`src/rtl/wdt_pkg.sv`:
```
// Shared types for the watchdog timer.
// Assumes a 32-bit register bus addressed by word index.
package wdt_pkg;

    // Word index of each register; software address maps rely on this order
    typedef enum logic [2:0] {
        IDX_INT   = 3'd0,
        IDX_CTRL  = 3'd1,
        IDX_CNT   = 3'd2,
        IDX_MCTL  = 3'd3,
        IDX_MVAL  = 3'd4,
        IDX_EXT   = 3'd5,
        IDX_PLEN  = 3'd6,
        IDX_CAUSE = 3'd7
    } reg_idx_e;

    // Control register fields, bit 2 down to bit 0
    typedef struct packed {
        logic freeze_en;
        logic clr;
        logic run_en;
    } ctrl_t;

    // Match-control fields, bit 6 down to bit 0
    typedef struct packed {
        logic force_ext;
        logic force_int;
        logic rst_ext;
        logic rst_int;
        logic stop;
        logic rsvd;
        logic irq_en;
    } mctl_t;

    // Action applied to the external match level on a match
    typedef enum logic [1:0] {
        EM_KEEP   = 2'd0,
        EM_LOW    = 2'd1,
        EM_HIGH   = 2'd2,
        EM_TOGGLE = 2'd3
    } em_act_e;

    localparam int NUM_RST = 2;

endpackage

```
`src/rtl/wdt_counter.sv`:
```
// Up-counter for the watchdog timer.
// It clears while clr_i is high, returns to zero on stop_i and otherwise
// increments while enabled and not frozen. Wraps at its width.
// Assumes: stop_i is asserted only in a cycle where run_o is high.
module wdt_counter #(
    parameter int CNT_W = 32
) (
    input  logic             clk,
    input  logic             rst_n,
    input  logic             en_i,
    input  logic             clr_i,
    input  logic             freeze_i,
    input  logic             stop_i,
    output logic             run_o,
    output logic [CNT_W-1:0] cnt_o
);

    // Counting is allowed only when enabled, not cleared and not frozen
    assign run_o = en_i && !clr_i && !freeze_i;

    // Count value update
    always_ff @(posedge clk) begin
        if (!rst_n)      cnt_o <= '0;
        else if (clr_i)  cnt_o <= '0;
        else if (stop_i) cnt_o <= '0;
        else if (run_o)  cnt_o <= cnt_o + 1'b1;
    end

    AST_CNT_HOLD: assert property (@(posedge clk) disable iff (!rst_n)
        (!run_o && !clr_i) |=> $stable(cnt_o));

    AST_CNT_STEP: assert property (@(posedge clk) disable iff (!rst_n)
        (run_o && !clr_i && !stop_i) |=> (cnt_o == CNT_W'($past(cnt_o) + 1'b1)));

endmodule

```
`src/rtl/wdt_pulse.sv`:
```
// Reset pulse stretcher.
// A start loads length + EXTRA. The output stays high while the remaining
// count is nonzero. A start while the pulse is running reloads the count.
module wdt_pulse #(
    parameter int LEN_W = 16,
    parameter int EXTRA = 6
) (
    input  logic             clk,
    input  logic             rst_n,
    input  logic             start_i,
    input  logic [LEN_W-1:0] len_i,
    output logic             out_o
);

    localparam int REM_W = LEN_W + 1;

    logic [REM_W-1:0] remain_q;

    // Remaining pulse length: reload on start, otherwise count down to zero
    always_ff @(posedge clk) begin
        if (!rst_n)                remain_q <= '0;
        else if (start_i)          remain_q <= REM_W'(len_i) + REM_W'(EXTRA);
        else if (remain_q != '0)   remain_q <= remain_q - 1'b1;
    end

    assign out_o = (remain_q != '0);

    AST_PULSE_START: assert property (@(posedge clk) disable iff (!rst_n)
        start_i |=> out_o);

    AST_PULSE_QUIET: assert property (@(posedge clk) disable iff (!rst_n)
        (!start_i && !out_o) |=> !out_o);

endmodule

```
`src/rtl/wdt_extmatch.sv`:
```
// External match level register.
// A bus write sets both the action and the level. Otherwise a match applies
// the stored action to the level.
module wdt_extmatch
    import wdt_pkg::*;
(
    input  logic       clk,
    input  logic       rst_n,
    input  logic       we_i,
    input  logic [1:0] act_i,
    input  logic       lvl_i,
    input  logic       hit_i,
    output logic [1:0] act_o,
    output logic       level_o
);

    em_act_e act_q;

    // Action and level update; a bus write takes priority over a match
    always_ff @(posedge clk) begin
        if (!rst_n) begin
            act_q   <= EM_KEEP;
            level_o <= 1'b0;
        end else if (we_i) begin
            act_q   <= em_act_e'(act_i);
            level_o <= lvl_i;
        end else if (hit_i) begin
            case (act_q)
                EM_LOW:    level_o <= 1'b0;
                EM_HIGH:   level_o <= 1'b1;
                EM_TOGGLE: level_o <= ~level_o;
                default:   level_o <= level_o;
            endcase
        end
    end

    assign act_o = act_q;

    AST_LEVEL_HOLD: assert property (@(posedge clk) disable iff (!rst_n)
        (!we_i && !hit_i) |=> $stable(level_o));

endmodule

```
`src/rtl/wdt_timer.sv`:
```
// Match-compare watchdog timer: register bank, match logic, interrupt flag,
// two reset pulse generators and a sticky reset-cause flag.
// Assumes: single clock domain; rst_n and por_n are synchronous active-low.
// The reset-cause flag is cleared by por_n only.
module wdt_timer
    import wdt_pkg::*;
#(
    parameter int CNT_W       = 32,
    parameter int PLEN_W      = 16,
    parameter int PULSE_EXTRA = 6
) (
    input  logic        clk,
    input  logic        rst_n,
    input  logic        por_n,
    input  logic        dbg_halt,
    input  logic        bus_we,
    input  logic [2:0]  bus_addr,
    input  logic [31:0] bus_wdata,
    output logic [31:0] bus_rdata,
    output logic        irq,
    output logic        match_out,
    output logic        rst_int_o,
    output logic        rst_ext_o
);

    localparam logic [6:0] MCTL_MASK = 7'b111_1101;

    logic             rst_all_n;
    reg_idx_e         widx;
    logic             wr_int, wr_ctrl, wr_mctl, wr_mval, wr_ext, wr_plen;
    ctrl_t            ctrl_q;
    mctl_t            mctl_q;
    logic [CNT_W-1:0] mval_q;
    logic [PLEN_W-1:0] plen_q;
    logic             flag_q;
    logic             cause_q;
    logic             run;
    logic [CNT_W-1:0] cnt;
    logic             hit;
    logic             stop_hit;
    logic [NUM_RST-1:0] start;
    logic [NUM_RST-1:0] pulse;
    logic [1:0]       ext_act;

    assign rst_all_n = rst_n & por_n;
    assign widx      = reg_idx_e'(bus_addr);
    assign wr_int    = bus_we && (widx == IDX_INT);
    assign wr_ctrl   = bus_we && (widx == IDX_CTRL);
    assign wr_mctl   = bus_we && (widx == IDX_MCTL);
    assign wr_mval   = bus_we && (widx == IDX_MVAL);
    assign wr_ext    = bus_we && (widx == IDX_EXT);
    assign wr_plen   = bus_we && (widx == IDX_PLEN);

    wdt_counter #(.CNT_W(CNT_W)) u_count (
        .clk      (clk),
        .rst_n    (rst_all_n),
        .en_i     (ctrl_q.run_en),
        .clr_i    (ctrl_q.clr),
        .freeze_i (ctrl_q.freeze_en && dbg_halt),
        .stop_i   (stop_hit),
        .run_o    (run),
        .cnt_o    (cnt)
    );

    // Equality compare, evaluated every clock while counting
    assign hit      = run && (cnt == mval_q);
    assign stop_hit = hit && mctl_q.stop;

    // Control register; a stop on match drops the enable unless software writes
    always_ff @(posedge clk) begin
        if (!rst_all_n)    ctrl_q        <= '0;
        else if (wr_ctrl)  ctrl_q        <= ctrl_t'(bus_wdata[2:0]);
        else if (stop_hit) ctrl_q.run_en <= 1'b0;
    end

    // Match control, match value and pulse length registers
    always_ff @(posedge clk) begin
        if (!rst_all_n) begin
            mctl_q <= '0;
            mval_q <= '0;
            plen_q <= '0;
        end else begin
            if (wr_mctl) mctl_q <= mctl_t'(bus_wdata[6:0] & MCTL_MASK);
            if (wr_mval) mval_q <= bus_wdata[CNT_W-1:0];
            if (wr_plen) plen_q <= bus_wdata[PLEN_W-1:0];
        end
    end

    // Interrupt flag: set on an enabled match, cleared by writing one
    always_ff @(posedge clk) begin
        if (!rst_all_n)                    flag_q <= 1'b0;
        else if (hit && mctl_q.irq_en)     flag_q <= 1'b1;
        else if (wr_int && bus_wdata[0])   flag_q <= 1'b0;
    end

    assign irq = flag_q;

    // Pulse triggers: a match with the reset enable set, or a force bit
    assign start[0] = (hit && mctl_q.rst_int) || mctl_q.force_int;
    assign start[1] = (hit && mctl_q.rst_ext) || mctl_q.force_ext;

    for (genvar g = 0; g < NUM_RST; g++) begin : g_pulse
        wdt_pulse #(.LEN_W(PLEN_W), .EXTRA(PULSE_EXTRA)) u_pulse (
            .clk     (clk),
            .rst_n   (rst_all_n),
            .start_i (start[g]),
            .len_i   (plen_q),
            .out_o   (pulse[g])
        );
    end

    assign rst_int_o = pulse[0];
    assign rst_ext_o = pulse[1];

    // Reset-cause flag: kept through rst_n, cleared only by power-on reset
    always_ff @(posedge clk) begin
        if (!por_n)                  cause_q <= 1'b0;
        else if (rst_n && |start)    cause_q <= 1'b1;
    end

    wdt_extmatch u_ext (
        .clk     (clk),
        .rst_n   (rst_all_n),
        .we_i    (wr_ext),
        .act_i   (bus_wdata[5:4]),
        .lvl_i   (bus_wdata[0]),
        .hit_i   (hit),
        .act_o   (ext_act),
        .level_o (match_out)
    );

    // Read data multiplexer
    always_comb begin
        case (widx)
            IDX_INT:   bus_rdata = 32'(flag_q);
            IDX_CTRL:  bus_rdata = 32'(ctrl_q);
            IDX_CNT:   bus_rdata = 32'(cnt);
            IDX_MCTL:  bus_rdata = 32'(mctl_q);
            IDX_MVAL:  bus_rdata = 32'(mval_q);
            IDX_EXT:   bus_rdata = 32'({ext_act, 3'b000, match_out});
            IDX_PLEN:  bus_rdata = 32'(plen_q);
            default:   bus_rdata = 32'(cause_q);
        endcase
    end

    AST_CLR_ZERO: assert property (@(posedge clk) disable iff (!rst_all_n)
        (wr_ctrl && bus_wdata[1]) |=> ##1 (cnt == '0));

    AST_IRQ_CAUSE: assert property (@(posedge clk) disable iff (!rst_all_n)
        $rose(flag_q) |-> $past(hit && mctl_q.irq_en));

    AST_STOP_MATCH: assert property (@(posedge clk) disable iff (!rst_all_n)
        (stop_hit && !wr_ctrl) |=> (!ctrl_q.run_en && cnt == '0));

    AST_CAUSE_STICKY: assert property (@(posedge clk) disable iff (!por_n)
        cause_q |=> cause_q);

endmodule

```
`config.mk`:
```
export PLATFORM = sky130hd
export DESIGN_NAME = wdt_timer
export DESIGN_NICKNAME = d
export VERILOG_FILES = /design/src/rtl/wdt_pkg.sv /design/src/rtl/wdt_counter.sv /design/src/rtl/wdt_pulse.sv /design/src/rtl/wdt_extmatch.sv /design/src/rtl/wdt_timer.sv
export SDC_FILE = /design/constraint.sdc
export NUM_CORES = 1
export LEC_CHECK = 0
export ABC_AREA = 1
export BUFFER_PORTS_ARGS = -buffer_cell sky130_fd_sc_hd__buf_4
export CAP_MARGIN = 20
export CELL_PAD_IN_SITES_DETAIL_PLACEMENT = 2
export CELL_PAD_IN_SITES_GLOBAL_PLACEMENT = 2
export CORE_AREA = 2 2 172 124
export CTS_BUF_LIST = sky130_fd_sc_hd__clkbuf_4
export DETAILED_ROUTE_END_ITERATION = 16
export DIE_AREA = 0 0 174 126
export PLACE_DENSITY = 0.87
export RECOVER_POWER = 100
export SLEW_MARGIN = 20
export SYNTH_ARGS = -nofsm -noshare
export SYNTH_HDL_FRONTEND = slang
export SYNTH_SLANG_ARGS = --single-unit
```
`constraint.sdc`:
```
create_clock -name clk -period 2.6 [get_ports clk]
set_clock_uncertainty 0.05 [all_clocks]
set_input_delay 0.13 -clock clk [delete_from_list [all_inputs] [get_ports clk]]
set_output_delay 0.13 -clock clk [all_outputs]
set_load 0.01 [all_outputs]
```
Word level (Yosys, flattened, before mapping)
Cells that the tools add are included.
{"block": "word_totals", "inputBits": 40, "register_bits": 128}
{"block": "op_classes", "muxes": 12, "n_reduce_logical": 32, "bitwise": 3, "add_sub_neg": 4, "eq_ne": 10}
{"op": "$pmux 32 s7", "count": 1}
{"op": "$mux 17", "count": 4}
{"op": "$reduce_bool 17->1", "count": 2}
{"op": "$sub 17x1->17 const B", "count": 2}
{"op": "$add 32x1->32 const B", "count": 1}
{"op": "$eq 32x32->1", "count": 1}
{"op": "$add 16x3->17 const B", "count": 1}
{"op": "$logic_and 1x1->1", "count": 16}
{"op": "$reduce_bool 2->1", "count": 5}
{"op": "$eq 3x3->1 const B", "count": 3}
{"op": "$eq 3x2->1 const B", "count": 2}
{"op": "$mux 1", "count": 6}
{"op": "$eq 2x2->1 const B", "count": 2}
{"op": "$reduce_bool 4->1", "count": 1}
{"op": "$eq 3x1->1 const B", "count": 1}
{"op": "$logic_not 3->1", "count": 1}
{"op": "$pmux 1 s3", "count": 1}
{"op": "$reduce_or 3->1", "count": 1}
{"op": "$eq 2x1->1 const B", "count": 1}
{"op": "$logic_not 1->1", "count": 2}
{"op": "$logic_or 1x1->1", "count": 2}
{"op": "$not 1->1", "count": 2}
{"op": "$reduce_and 2->1", "count": 1}
{"op": "$reduce_or 2->1", "count": 1}
{"op": "$and 1x1->1", "count": 1}

Logic depth before layout (Yosys ltp)
{"block": "logic_depth", "ltp_word": 8, "mapped_depth": 13, "ltp_nobuf": 13}

Cells and area by module
A second synthesis with hierarchy kept.
{"block": "unflattened", "cells_unflattened": 1368, "area_unflattened_um2": 8393.0}
{"module": "wdt_timer", "instances": 1, "seq_area_each_um2": 1181.1, "area_per_inst_um2": 3352.0, "cells_per_inst": 513}
{"module": "wdt_pulse", "instances": 2, "seq_area_each_um2": 340.3, "area_per_inst_um2": 1488.9, "cells_per_inst": 263}
{"module": "wdt_counter", "instances": 1, "seq_area_each_um2": 640.6, "area_per_inst_um2": 1889.3, "cells_per_inst": 302}
{"module": "wdt_extmatch", "instances": 1, "seq_area_each_um2": 60.1, "area_per_inst_um2": 173.9, "cells_per_inst": 27}

Least setup slack after synthesis
OpenSTA, ideal clock, no wires.
{"block": "synth_timing", "kind": "reg2reg", "from": "register u_count.cnt_o[0]", "to": "register u_count.cnt_o[28]", "path_slack_ns": 0.832, "t_arrival_ns": 1.604, "n_path_buf": 0, "synth_period_minus_slack_ns": 1.768, "setup_time_ns": 0.114, "path_stages_with_launch": 10, "t_required_ns": 2.436, "cell_sequence": "dfxtp_1 ha_1 nand3_1 nor2_1 nand2_1 nor2_2 nand3_2 nor3_1 xor2_1 nor2_1"}
{"block": "synth_between", "elab_chain_len": 4, "elab_cells_between_ends": 5, "cone_classes": "1 x add/sub; 1 x eq/ne; 3 x reduce/logical"}
{"item": "from (decl)", "line_no": "wdt_counter.sv:15", "text": "output logic [CNT_W-1:0] cnt_o"}
{"item": "from (signal assigned)", "line_no": "wdt_counter.sv:26", "text": "else if (run_o) cnt_o <= cnt_o + 1'b1;"}
{"item": "parallel branches: the longest is 4 deep, another holds $add 32x1->32"}
Parallel ways; which one is timed is not known.
A chain may end at the register's enable or synchronous reset.

Final worst setup path
{"block": "layout_timing", "from": "register u_count.cnt_o[2]", "to": "register u_count.cnt_o[27]"}
The elaborated chain is that of the path after synthesis.

==> results.cfg <==
[status]
status = completed

[worst_setup_path]
worst_path_dominant_cell_family = simple AND/OR/NAND/NOR gates
crit_path_cell_trace = nand3_1, nor2_4, nand2_2, nor2_1, nand3_1, inv_1, nand3_1, xor2_1, nor2_1
critical_path_class = reg -> reg
cp_max_fo = 6
cp.required_ns = 3.05
worst-path-stages = 9
critPathSlowestCell = dfxtp_1
cp.arrival_ns = 2.97
start_kind = flip-flop
slowest_delay_ns = 0.57
endpoint_kind = flip-flop
reg2regPathDepth = 9
crit_top_cell = nand3_1
worst-path-buf-inv = 1

[logic_synthesis]
yosysTopAreaCellShare_pct = 34.8
ys_types = 43
seq_area_frac_synth_pct = 34.8
synthMostInstantiatedCell = nand2_1
synthFlopType = dfxtp_1
syn-cell-area_sq_um = 7370
synth_area_leaders = dfxtp_1 35%, nand2_1 10%, nor2_1 8.0%
yosys.area.top_type = dfxtp_1
yosys_warnings = 0
ys_seq_elements = 128
async_flop_share_pct = 0
synth.top_cells.by_count = 201 x nand2_1, 157 x nor2_1, 141 x inv_1
synth_edf_count = 0
synth_nets = 1134
synth_area_per_cell_sq_um = 6.78
syn_inst = 1086

[die]
fp-row-count = 44
core_area_sq_um = 20300
die_area_sq_um = 21900
die_y_um = 126
die_x_um = 174
io_pins = 76
start_util_pct = 36.4

[global_route]
grt_pass1_vias = 9093
grt_pass1_wl_um = 54400
track_usage_pct = 32.3
grt_overflow = 0
grt_max_degree = 40
antenna_found_initial = 1

[timing]
slew_viol_final = 0
relSlewSlack_pct = 30.8
setup_viol = 0
fmax_mhz = 397
hold_viol = 0
layout_min_cycle_time_ns = 2.52
worst_pin_slew_ns = 1.04
fin_crit_sh_pct = 97.0

[cells_and_area]
seqCellArea_sq_um = 2570
multi_input_area_sq_um = 4060
fin_area_sq_um = 8820
fill_cells = 2458
final_nets = 1245
syn_to_final_growth_pct = 19.7
drive_above_1_share_pct = 9.83

[hold_path]
whs_path_depth = 5
hp-class = in -> reg

[detailed_routing]
vias = 8427
wire_per_inst_um = 24.8
dr.first_iter.drc_count = 674
post-route-drc-count = 0
finalWirelength_um = 36800
ant_nets = 0
viasPerCell = 5.67
firstDrtPassIters = 5

[place]
place_area_sq_um = 8180
io_buffer_count = 75
place_congestion = 0.855
hpwl_um = 21600

[power]
p_leak_uw = 0.00344
max-vdd-ir-drop_v = 0.000370
fin_total_pwr_uw = 7260
power_per_cell_area_nw_per_um2 = 824

[cts]
cts_tree = done
htreeDepth = 4
root_buffer = clkbuf_4
clk_pin_slew_worst_paths_ns = 0.13
cts_made_buffers = 17
clk_latency_ns = 0.64
clockBufferDepth = 2
clock-sinks = 128

[flow_run]
max_cap_viol_count = 0
routing by layer:
| metal | GRT usage, % | vias up | routed length [um] |
|---|---|---|---|
| li1 | - | 3719 | - |
| met1 | 41.3 | 4288 | 16200 |
| met2 | 54.7 | 332 | 17500 |
| met3 | 6.28 | 88 | 1960 |
| met4 | 10.7 | 0 | 1170 |
| met5 | 0 | - | 0 |
cells in the final DEF, fill, tap and decap left out, types with 4 or more instances in the layout:
master	netlist	routed
a21oi_1	72	72
buf_4	4	48
clkbuf_1	26	38
clkbuf_4	0	20
dfxtp_1	128	125
dlygate4sd3_1	0	42
ha_1	8	8
inv_1	141	141
inv_2	7	7
nand2_1	201	200
nand3_1	50	51
nand4_1	18	18
nor2_1	157	155
nor2_2	4	5
nor2_4	3	4
nor3_1	21	20
o211ai_1	11	11
o21ai_0	79	81
o221ai_1	10	10
o22ai_1	16	16
xnor2_1	17	17
xor2_1	66	66
per-stage QoR:
step | util, % | hold WS (ns) | instances | TNS [ns] | setup slack (ns)
final | 43.5 | 0.00767 | 1487 | 0 | 0.0791
after CTS | 43.9 | 0.0227 | 1482 | 0 | 0.0925
after global placement | 40.4 | 0.297 | 1408 | 0 | 0.228
after global routing | 43.5 | 0.0365 | 1487 | -0.00944 | -0.00944
after detailed placement | 40.4 | 0.326 | 1408 | 0 | 0.203
after floorplan | - | 0.190 | 1086 | 0 | 0.832
worst reg2reg max path: stages (launching register included):
cell	delay, ns
dfxtp_1	0.57
nand3_1	0.20
nor2_4	0.22
nand2_2	0.15
nor2_1	0.29
nand3_1	0.22
inv_1	0.15
nand3_1	0.12
xor2_1	0.29
nor2_1	0.14
final timing paths:
| path | slack (ns) | start | endpoint |
|---|---|---|---|
| max | 0.08 | u_count.cnt_o[2]$_SDFFE_PP0N_ | u_count.cnt_o[27]$_SDFFE_PP0N_ |
| min | 0.008 | bus_addr[2] | irq$_SDFFE_PN0P_ |
| max reg2reg | 0.08 | u_count.cnt_o[2]$_SDFFE_PP0N_ | u_count.cnt_o[27]$_SDFFE_PP0N_ |
| min reg2reg | 0.44 | mval_q[21]$_SDFFE_PN0P_ | mval_q[21]$_SDFFE_PN0P_ |
report_power, final:
part	switching, uW	internal (uW)
registers	164	2130
logic	2220	1100
clock network	970	674
total	3360	3910
state kept, by name, summed over array words and instances (netlist names):
signal	flops
irq	1
ctrl_q	3
u_ext.act_o	2
g_pulse.u_pulse.remain_q	34
u_ext.level_o	1
mval_q	32
plen_q	16
u_count.cnt_o	32
cause_q	1
mctl_q	6
layout make-up:
class,count,area share (%)
Tap cell,276,3.92
Inverter,148,6.30
Clock buffer,18,1.53
Antenna cell,1,0.0284
Sequential cell,128,29.1
Multi-Input combinational cell,768,46.0
Clock inverter,14,1.89
Timing Repair Buffer,134,11.2
logic make-up (layout without fill, tap and decap cells):
logic type,Yosys count,count (layout),share of synthesized area [%]
AO/OA/AOI/OAI,204,204,15.6
XOR/XNOR,83,83,9.87
adder cells (fa/ha/maj),8,8,1.36
buffers and inverters,191,314,10.6
flip-flops,128,128,34.8
other,0,1,0
AND/OR/NAND/NOR,472,473,27.7
timing repair:
action | CTS | global route
hold buffers | 42 | 0
setup endpoints to repair | 0 | 20
gates resized for setup | 0 | 10
setup buffers | 0 | 2
endpoints found under the hold margin | 62 | 0
Note: power is estimated with default switching activity, not from simulation.
